File: config.mk
export PLATFORM = sky130hd
export DESIGN_NAME = sd_cmd_serializer
export DESIGN_NICKNAME = d
export VERILOG_FILES = /design/src/rtl/sdc_pkg.sv /design/src/rtl/sdc_clkgen.sv /design/src/rtl/sdc_crc7.sv /design/src/rtl/sdc_framer.sv /design/src/rtl/sd_cmd_serializer.sv
export SDC_FILE = /design/constraint.sdc
export NUM_CORES = 1
export LEC_CHECK = 0
export BUFFER_PORTS_ARGS = -buffer_cell sky130_fd_sc_hd__buf_2
export CELL_PAD_IN_SITES_DETAIL_PLACEMENT = 0
export CELL_PAD_IN_SITES_GLOBAL_PLACEMENT = 1
export CORE_MARGIN = 2
export CORE_UTILIZATION = 39
export CTS_CLUSTER_SIZE = 10
export DETAILED_ROUTE_END_ITERATION = 16
export HOLD_SLACK_MARGIN = 0.15
export PLACE_DENSITY = 0.75
export REMOVE_ABC_BUFFERS = 1
export SLEW_MARGIN = 0
export SYNTH_ARGS = -nofsm -noshare
export SYNTH_HDL_FRONTEND = slang
export SYNTH_SLANG_ARGS = --single-unit
File: constraint.sdc
create_clock -name clk -period 2.5 [get_ports clk]
set_clock_uncertainty 0.15 [all_clocks]
set_input_delay 0.5 -clock clk [delete_from_list [all_inputs] [get_ports clk]]
set_output_delay 0.5 -clock clk [all_outputs]
set_load 0.01 [all_outputs]
File: src/rtl/sdc_pkg.sv
package sdc_pkg;

  typedef enum logic [2:0] {
    FS_IDLE,
    FS_SOF,
    FS_DIR,
    FS_PAY,
    FS_CRC,
    FS_EOF,
    FS_TAIL
  } frm_state_t;

  localparam int IDX_W   = 6;
  localparam int CRC_W   = 7;
  localparam logic [CRC_W-1:0] CRC_POLY = 7'h09;

  function automatic logic [CRC_W-1:0] crc7_next(input logic [CRC_W-1:0] c, input logic b);
    logic fb;
    fb = b ^ c[CRC_W-1];
    return {c[CRC_W-2:0], 1'b0} ^ (fb ? CRC_POLY : '0);
  endfunction

endpackage

File: src/rtl/sdc_clkgen.sv
module sdc_clkgen #(
  parameter int DIV_W = 8
) (
  input  logic             clk,
  input  logic             rst,
  input  logic             clk_dis,
  input  logic [DIV_W-1:0] div,
  output logic             sd_clk,
  output logic             fall_tick
);

  logic [DIV_W-1:0] cnt_q;
  logic             wrap;

  assign wrap      = !clk_dis && (cnt_q >= div);
  assign fall_tick = wrap && sd_clk;

  always_ff @(posedge clk) begin
    if (rst) begin
      cnt_q  <= '0;
      sd_clk <= 1'b0;
    end else if (!clk_dis) begin
      if (wrap) begin
        cnt_q  <= '0;
        sd_clk <= ~sd_clk;
      end else begin
        cnt_q <= cnt_q + 1'b1;
      end
    end
  end


  clk_freeze_chk: assert property (@(posedge clk) disable iff (rst)
    $past(clk_dis) |-> $stable(sd_clk));

endmodule

File: src/rtl/sdc_crc7.sv
module sdc_crc7
  import sdc_pkg::*;
(
  input  logic clk,
  input  logic rst,
  input  logic clr,
  input  logic upd,
  input  logic bit_in,
  input  logic drain,
  output logic crc_msb
);

  logic [CRC_W-1:0] crc_q;

  always_ff @(posedge clk) begin
    if (rst || clr)  crc_q <= '0;
    else if (upd)    crc_q <= crc7_next(crc_q, bit_in);
    else if (drain)  crc_q <= {crc_q[CRC_W-2:0], 1'b0};
  end

  assign crc_msb = crc_q[CRC_W-1];


  crc_mode_excl_chk: assert property (@(posedge clk) disable iff (rst)
    !(upd && drain));

endmodule

File: src/rtl/sdc_framer.sv
module sdc_framer
  import sdc_pkg::*;
#(
  parameter int ARG_W = 32,
  parameter int EXT_W = 32,
  parameter int FMT_W = 7
) (
  input  logic             clk,
  input  logic             rst,
  input  logic             tick,
  input  logic             start,
  input  logic [IDX_W-1:0] cmd_idx,
  input  logic [ARG_W-1:0] arg_pri,
  input  logic [EXT_W-1:0] arg_ext,
  input  logic [FMT_W-1:0] fmt_len,
  input  logic             crc_msb,
  output logic             crc_clr,
  output logic             crc_upd,
  output logic             crc_bit,
  output logic             crc_drain,
  output logic             cmd_out,
  output logic             busy,
  output logic             done
);

  localparam int MAX_PAY = IDX_W + ARG_W + EXT_W;
  localparam int CNT_W   = $clog2(MAX_PAY + 1) > 3 ? $clog2(MAX_PAY + 1) : 3;

  frm_state_t          st_q;
  logic [MAX_PAY-1:0]  sh_q;
  logic [CNT_W-1:0]    nlen_q;
  logic [CNT_W-1:0]    cnt_q;
  logic [CNT_W-1:0]    nlen_d;
  logic                accept;
  int unsigned         req;

  always_comb begin
    req    = int'(fmt_len) + 1;
    nlen_d = (req > MAX_PAY) ? CNT_W'(MAX_PAY) : CNT_W'(req);
  end

  assign accept = start && (st_q == FS_IDLE);

  // CRC control: clear on accept, absorb framing and payload bits, drain in CRC phase
  always_comb begin
    crc_clr   = accept;
    crc_upd   = 1'b0;
    crc_bit   = 1'b0;
    crc_drain = 1'b0;
    if (tick) begin
      unique case (st_q)
        FS_SOF: begin crc_upd = 1'b1; crc_bit = 1'b0; end
        FS_DIR: begin crc_upd = 1'b1; crc_bit = 1'b1; end
        FS_PAY: begin crc_upd = 1'b1; crc_bit = sh_q[MAX_PAY-1]; end
        FS_CRC: crc_drain = 1'b1;
        default: ;
      endcase
    end
  end

  always_ff @(posedge clk) begin
    if (rst) begin
      st_q    <= FS_IDLE;
      sh_q    <= '0;
      nlen_q  <= '0;
      cnt_q   <= '0;
      cmd_out <= 1'b1;
      busy    <= 1'b0;
      done    <= 1'b0;
    end else begin
      done <= 1'b0;
      if (accept) begin
        st_q   <= FS_SOF;
        sh_q   <= {cmd_idx, arg_pri, arg_ext};
        nlen_q <= nlen_d;
        busy   <= 1'b1;
      end else if (tick) begin
        unique case (st_q)
          FS_SOF: begin
            cmd_out <= 1'b0;
            st_q    <= FS_DIR;
          end
          FS_DIR: begin
            cmd_out <= 1'b1;
            cnt_q   <= nlen_q;
            st_q    <= FS_PAY;
          end
          FS_PAY: begin
            cmd_out <= sh_q[MAX_PAY-1];
            sh_q    <= {sh_q[MAX_PAY-2:0], 1'b0};
            if (cnt_q == CNT_W'(1)) begin
              cnt_q <= CNT_W'(CRC_W);
              st_q  <= FS_CRC;
            end else begin
              cnt_q <= cnt_q - 1'b1;
            end
          end
          FS_CRC: begin
            cmd_out <= crc_msb;
            if (cnt_q == CNT_W'(1)) st_q <= FS_EOF;
            else                    cnt_q <= cnt_q - 1'b1;
          end
          FS_EOF: begin
            cmd_out <= 1'b1;
            st_q    <= FS_TAIL;
          end
          FS_TAIL: begin
            busy <= 1'b0;
            done <= 1'b1;
            st_q <= FS_IDLE;
          end
          default: st_q <= FS_IDLE;
        endcase
      end
    end
  end


  idle_high_chk: assert property (@(posedge clk) disable iff (rst)
    !busy |-> cmd_out);


  len_clamp_chk: assert property (@(posedge clk) disable iff (rst)
    nlen_q <= CNT_W'(MAX_PAY));


  done_end_chk: assert property (@(posedge clk) disable iff (rst)
    done |-> (!busy && $past(busy)));


  busy_ignore_chk: assert property (@(posedge clk) disable iff (rst)
    (busy && start) |=> $stable(nlen_q));

endmodule

File: src/rtl/sd_cmd_serializer.sv
module sd_cmd_serializer
  import sdc_pkg::*;
#(
  parameter int DIV_W = 8,
  parameter int ARG_W = 32,
  parameter int EXT_W = 32,
  parameter int FMT_W = 7
) (
  input  logic             clk,
  input  logic             rst,
  input  logic             clk_dis,
  input  logic [DIV_W-1:0] div,
  input  logic             start,
  input  logic [5:0]       cmd_idx,
  input  logic [ARG_W-1:0] arg_pri,
  input  logic [EXT_W-1:0] arg_ext,
  input  logic [FMT_W-1:0] fmt_len,
  output logic             sd_clk,
  output logic             cmd_out,
  output logic             busy,
  output logic             done
);

  logic fall_tick;
  logic crc_clr, crc_upd, crc_bit, crc_drain, crc_msb;

  sdc_clkgen #(.DIV_W(DIV_W)) u_clkgen (
    .clk       (clk),
    .rst       (rst),
    .clk_dis   (clk_dis),
    .div       (div),
    .sd_clk    (sd_clk),
    .fall_tick (fall_tick)
  );

  sdc_crc7 u_crc (
    .clk     (clk),
    .rst     (rst),
    .clr     (crc_clr),
    .upd     (crc_upd),
    .bit_in  (crc_bit),
    .drain   (crc_drain),
    .crc_msb (crc_msb)
  );

  sdc_framer #(.ARG_W(ARG_W), .EXT_W(EXT_W), .FMT_W(FMT_W)) u_framer (
    .clk       (clk),
    .rst       (rst),
    .tick      (fall_tick),
    .start     (start),
    .cmd_idx   (cmd_idx),
    .arg_pri   (arg_pri),
    .arg_ext   (arg_ext),
    .fmt_len   (fmt_len),
    .crc_msb   (crc_msb),
    .crc_clr   (crc_clr),
    .crc_upd   (crc_upd),
    .crc_bit   (crc_bit),
    .crc_drain (crc_drain),
    .cmd_out   (cmd_out),
    .busy      (busy),
    .done      (done)
  );


  cmd_on_fall_chk: assert property (@(posedge clk) disable iff (rst)
    !$stable(cmd_out) |-> ($past(sd_clk) && !sd_clk));


  cmd_freeze_chk: assert property (@(posedge clk) disable iff (rst)
    $past(clk_dis) |-> $stable(cmd_out));

endmodule

Yosys cells after proc, flatten, opt, wreduce, memory -nomap -nowiden:

Cells that the tools add are included.

* output and inout bits: 4
* word-level logic and storage cells: 84
* input bits: 89
* bits in registers: 106

* bitwise operators: 6
* order comparisons: 2
* add/sub/neg operators: 3
* eq/ne operators: 12
* reduce and logical (&&, ||, !) cells: 23
* muxes and demuxes: 27

Operators with widths (number)
* 70-bit two-way mux: 3
* 7-bit two-way mux: 5
* 32-bit by 7-bit greater-than comparator with 1-bit output, second input constant: 1
* 7-bit case mux with 3 select lines: 1
* 3-bit case mux with 5 select lines: 1
* 1-bit two-way mux: 11
* 3-bit == test, second input constant: 3
* 3-bit AND reduction: 3
* 7-bit by 1-bit adder with 8-bit output, second input constant: 1
* 8-bit by 1-bit adder with 8-bit output, second input constant: 1
* 8-bit greater-or-equal comparator: 1
* 8-bit two-way mux: 1
* 2-bit nonzero test: 4
* 7-bit by 1-bit == test with 1-bit output, second input constant: 1
* 7-bit by 1-bit subtractor with 7-bit output, second input constant: 1
* 7-bit bitwise XOR: 1
* 3-bit by 2-bit == test with 1-bit output, second input constant: 2
* 3-bit two-way mux: 2
* 3-bit by 2-bit inequality test with 1-bit output, second input constant: 2
* 2-bit AND reduction: 3
* 3-bit OR reduction: 2
* 4-bit two-way mux: 1
* 2-bit by 1-bit inequality test with 1-bit output, second input constant: 2
* 1-bit inverter: 4
* 13 further kinds: 16

Logic depth before layout (Yosys ltp):

* word-level depth: 8
* depth in mapped cells: 10
* depth with buffers taken out: 8

Modules after synthesis:

From an unflattened synthesis, not the netlist that was laid out.

* cell total of the unflattened synthesis: 703
* area, all modules: 5474.0 um^2

By module, submodules not included
* sdc_framer: seq. area each 1801.7 um^2, cells each 602, area each 4599.4 um^2, instances 1
* sdc_clkgen: seq. area each 180.2 um^2, cells each 65, area each 581.8 um^2, instances 1
* sdc_crc7: seq. area each 140.1 um^2, cells each 36, area each 292.8 um^2, instances 1

Worst setup path before layout:

Ideal clock, no wire load.

* path kind: in2reg
* start point: in div[6]
* end point: reg u_framer.sh_q[69]
* slack: 80 ps
* stages: 9
* library setup time: 122 ps
* buffers on the path: 1
* required time: 2228 ps
* data arrival time: 2148 ps
* cell sequence: inv_1 -> ha_1 -> a21o_1 -> a221oi_2 -> o21ai_4 -> nand3_4 -> nor2_4 -> buf_6 -> a221o_1

* cells in the longest elaborated chain, start to end: 5

Ends and longest elaborated chain
* start, declared: RTL line sd_cmd_serializer.sv:12 `input logic [DIV_W-1:0] div,`
* 8-bit greater-or-equal comparator: RTL line sdc_clkgen.sv:15 `assign wrap = !clk_dis && (cnt_q >= div);`
* 1-bit logical AND: RTL line sdc_clkgen.sv:15
* 1-bit logical AND: RTL line sdc_clkgen.sv:16 `assign fall_tick = wrap && sd_clk;`
* 2-bit nonzero test (no line)
* 2-bit AND reduction (no line)
* end signal, assigned: RTL line sdc_framer.sv:74 `sh_q <= {cmd_idx, arg_pri, arg_ext};`
* end signal, assigned: RTL line sdc_framer.sv:90 `sh_q <= {sh_q[MAX_PAY-2:0], 1'b0};`
* end, declared: RTL line sdc_framer.sv:30 `logic [MAX_PAY-1:0] sh_q;`

No other way between the ends.
A chain may end at the register's enable or synchronous reset.

Worst setup path in the final report:

* start point: reg u_clkgen.cnt_q[6]
* end point: reg u_framer.sh_q[45]

* cells in the longest elaborated chain, start to end: 5

Ends and longest elaborated chain
* start, declared: RTL line sdc_clkgen.sv:12 `logic [DIV_W-1:0] cnt_q;`
* start signal, assigned: RTL line sdc_clkgen.sv:27 `cnt_q <= cnt_q + 1'b1;`
* 8-bit greater-or-equal comparator: RTL line sdc_clkgen.sv:15
* 1-bit logical AND: RTL line sdc_clkgen.sv:15
* 1-bit logical AND: RTL line sdc_clkgen.sv:16
* 2-bit nonzero test (no line)
* 2-bit AND reduction (no line)

No other way between the ends.

==> impl_metrics.json <==
{
  "yosysMostFrequentCell": "dfxtp_1",
  "final_cells": 858,
  "drv_slew": 0,
  "firstDrtPassIters": 5,
  "critical_path_class": "reg -> reg",
  "end_kind": "register",
  "whs_ns": 0.247,
  "synth_top_cells_by_count": "106 x dfxtp_1, 97 x nor2_1, 67 x a22oi_1",
  "die_h_um": 123,
  "netlist.area_leader.share_pct": 38.7,
  "final-setup-viol-count": 0,
  "vias": 4858,
  "vdd_drop_max_v": 0.000394,
  "fin_nets": 776,
  "cts_root_buf": "clkbuf_16",
  "cts_tree": "built",
  "initial_core_util_pct": 39.6,
  "synth_area_leaders": "dfxtp_1 39%, a221o_1 12%, a22oi_1 9.2%",
  "powerDensity_nw_per_um2": 618,
  "via_per_inst": 5.66,
  "p_sw_mw": 1.05,
  "grt_remaining_overflow": 0,
  "maxCapViolations": 0,
  "grt.total_usage_pct": 17.6,
  "post-layout-total-power_mw": 3.96,
  "routed_wl_um": 13300,
  "p_sw_share_pct": 26.5,
  "core-area_um2": 13800,
  "ant_nets": 0,
  "worst_slew_pin_slew_ns": 0.593,
  "io_pins": 93,
  "gp_congestion": 0.813,
  "syn_area_per_cell_um2": 9.18,
  "clock_path_buffers": 2,
  "setup_ws_ns": 0.166,
  "post-route-util_pct": 46.3,
  "netlist_instances": 597,
  "critPathLaunchType": "register",
  "clkSinkCount": 106,
  "fin_crit_sh_pct": 93.3,
  "hold_depth": 3,
  "leakage_nw": 2.64,
  "required_ns": 2.59,
  "place_inst": 843,
  "area_growth_pct": 16.8,
  "finalHoldViolCount": 0,
  "drc": 0,
  "period_needed_ns": 2.33,
  "pwr-share-comb_pct": 14.8,
  "synth_ff_type": "dfxtp_1",
  "final_area_um2": 6400,
  "synth_edf_count": 0,
  "seq_power_share_pct": 49.2,
  "worst_ep_arrival_time_ns": 2.43,
  "wl_per_cell_um": 15.5,
  "yosysTopAreaCell": "dfxtp_1",
  "cts_setup_buffers": 0,
  "p_clk_share_pct": 36.0,
  "r2r_cells": 8,
  "hold_class": "in -> reg",
  "status": "finished, final reports clean",
  "grt_pass1_vias": 4377,
  "rows": 43,
  "insertion_delay_ns": 0.35,
  "place_hpwl_um": 8870,
  "p_int_mw": 2.91,
  "syn_area_um2": 5480,
  "antenna_found_initial": 0,
  "ys_seq_area_share_pct": 38.7,
  "htree_levels": 3,
  "drtIter0Drc": 360,
  "ys_types": 65,
  "pre_cts_ws_ns": -0.123,
  "async_reset_ff_share_pct": 0,
  "ys_seq_elements": 106,
  "clk_pin_slew_worst_paths_ns": 0.07,
  "grt_pass1_wl_um": 21300,
  "numCtsBuffers": 9,
  "antenna_cells": 0,
  "finalSetupTns_ns": 0,
  "io_buffers": 92,
  "dieWidth_um": 123,
  "grt_max_degree": 68,
  "drive_above_1_share_pct": 23.0,
  "yosysWarningCount": 0,
  "cp_max_fo": 22,
  "clock.fmax_mhz": 429,
  "placed_area_um2": 6100,
  "dieArea_um2": 15000,
  "slew_headroom_pct": 60.2,
  "rsz0062_at_grt": "no"
}
==> final timing paths <==
path / from / slack [ns] / endpoint
max: u_clkgen.cnt_q[6] / 0.17 / u_framer.sh_q[45]
min: arg_ext[0] / 0.25 / u_framer.sh_q[0]
max reg2reg: u_clkgen.cnt_q[6] / 0.17 / u_framer.sh_q[45]
min reg2reg: u_framer.nlen_q[6] / 0.31 / u_framer.nlen_q[6]
==> kinds of logic (layout without fill, tap and decap cells) <==
| group | after synthesis | after routing | share of synthesized area, % |
|---|---|---|---|
| simple gates | 188 | 188 | 16.4 |
| xor+xnor | 15 | 15 | 2.40 |
| mux | 8 | 8 | 1.46 |
| buf+inv | 67 | 148 | 7.76 |
| fa+ha+maj | 13 | 13 | 2.97 |
| compound gates | 200 | 200 | 30.3 |
| flops | 106 | 106 | 38.7 |
==> placed cells by master (no fill, tap or decap), types with 3 or more instances in the layout <==
| cell | instances |
|---|---|
| o21ai_0 | 12 |
| nor2_1 | 97 |
| xor2_1 | 11 |
| dfxtp_1 | 106 |
| o31ai_1 | 3 |
| o21ai_1 | 3 |
| nand2_1 | 25 |
| xnor2_1 | 4 |
| a21oi_1 | 15 |
| a221o_1 | 65 |
| ha_1 | 13 |
| nand3_1 | 16 |
| a31oi_1 | 3 |
| inv_1 | 14 |
| buf_12 | 8 |
| a311oi_1 | 5 |
| clkbuf_16 | 9 |
| and3_1 | 3 |
| a211oi_1 | 4 |
| buf_4 | 19 |
| nor2b_1 | 5 |
| buf_2 | 92 |
| a22oi_1 | 67 |
| mux2i_1 | 8 |
| nand2b_1 | 3 |
| nor3_1 | 10 |
==> what timing repair did <==
action | CTS | global route
setup endpoints to repair | 0 | 3
gates resized for setup | 0 | 2
hold buffers | 0 | 0
==> flip-flops by register name, summed over array words and instances (netlist names) <==
signal,cells
u_framer.sh_q,70
u_clkgen.cnt_q,8
u_crc.crc_q,7
u_framer.cnt_q,7
u_framer.nlen_q,7
u_framer.st_q,3
u_clkgen.sd_clk,1
u_framer.busy,1
u_framer.cmd_out,1
u_framer.done,1
==> layout make-up <==
class / instances / area, um^2
clock buffer: 10 / 229
fill: 1356 / 7430
tap: 180 / 225
clock inverter: 5 / 63.8
inverter: 14 / 52.6
multi-input combinational: 424 / 2950
timing repair buffer: 119 / 763
sequential: 106 / 2120
==> power by group through the flow <==
stage | clock, mW | combinational, mW | sequential, mW
floorplan | 0 | 0.366 | 1.95
global placement | 0 | 0.574 | 1.98
detailed placement | 0 | 0.588 | 1.98
CTS | 1.48 | 0.590 | 1.94
global route | 1.53 | 0.650 | 1.96
finish | 1.43 | 0.586 | 1.95
==> critical path: stages (launching register included) <==
cell	delay, ns
dfxtp_1	0.38
ha_1	0.26
a21o_1	0.20
a221oi_2	0.38
o21ai_4	0.14
nand3_4	0.11
nor2_4	0.06
buf_12	0.17
a221o_1	0.35
==> routing by layer <==
metal	part of all wire (%)	track usage (%)	up-vias
li1	-	-	2423
met1	48	24.4	2303
met2	45	27.3	115
met3	4.4	2.88	17
met4	1.8	7.26	0
met5	0	0	-
Power figures use the tool's default switching activity.
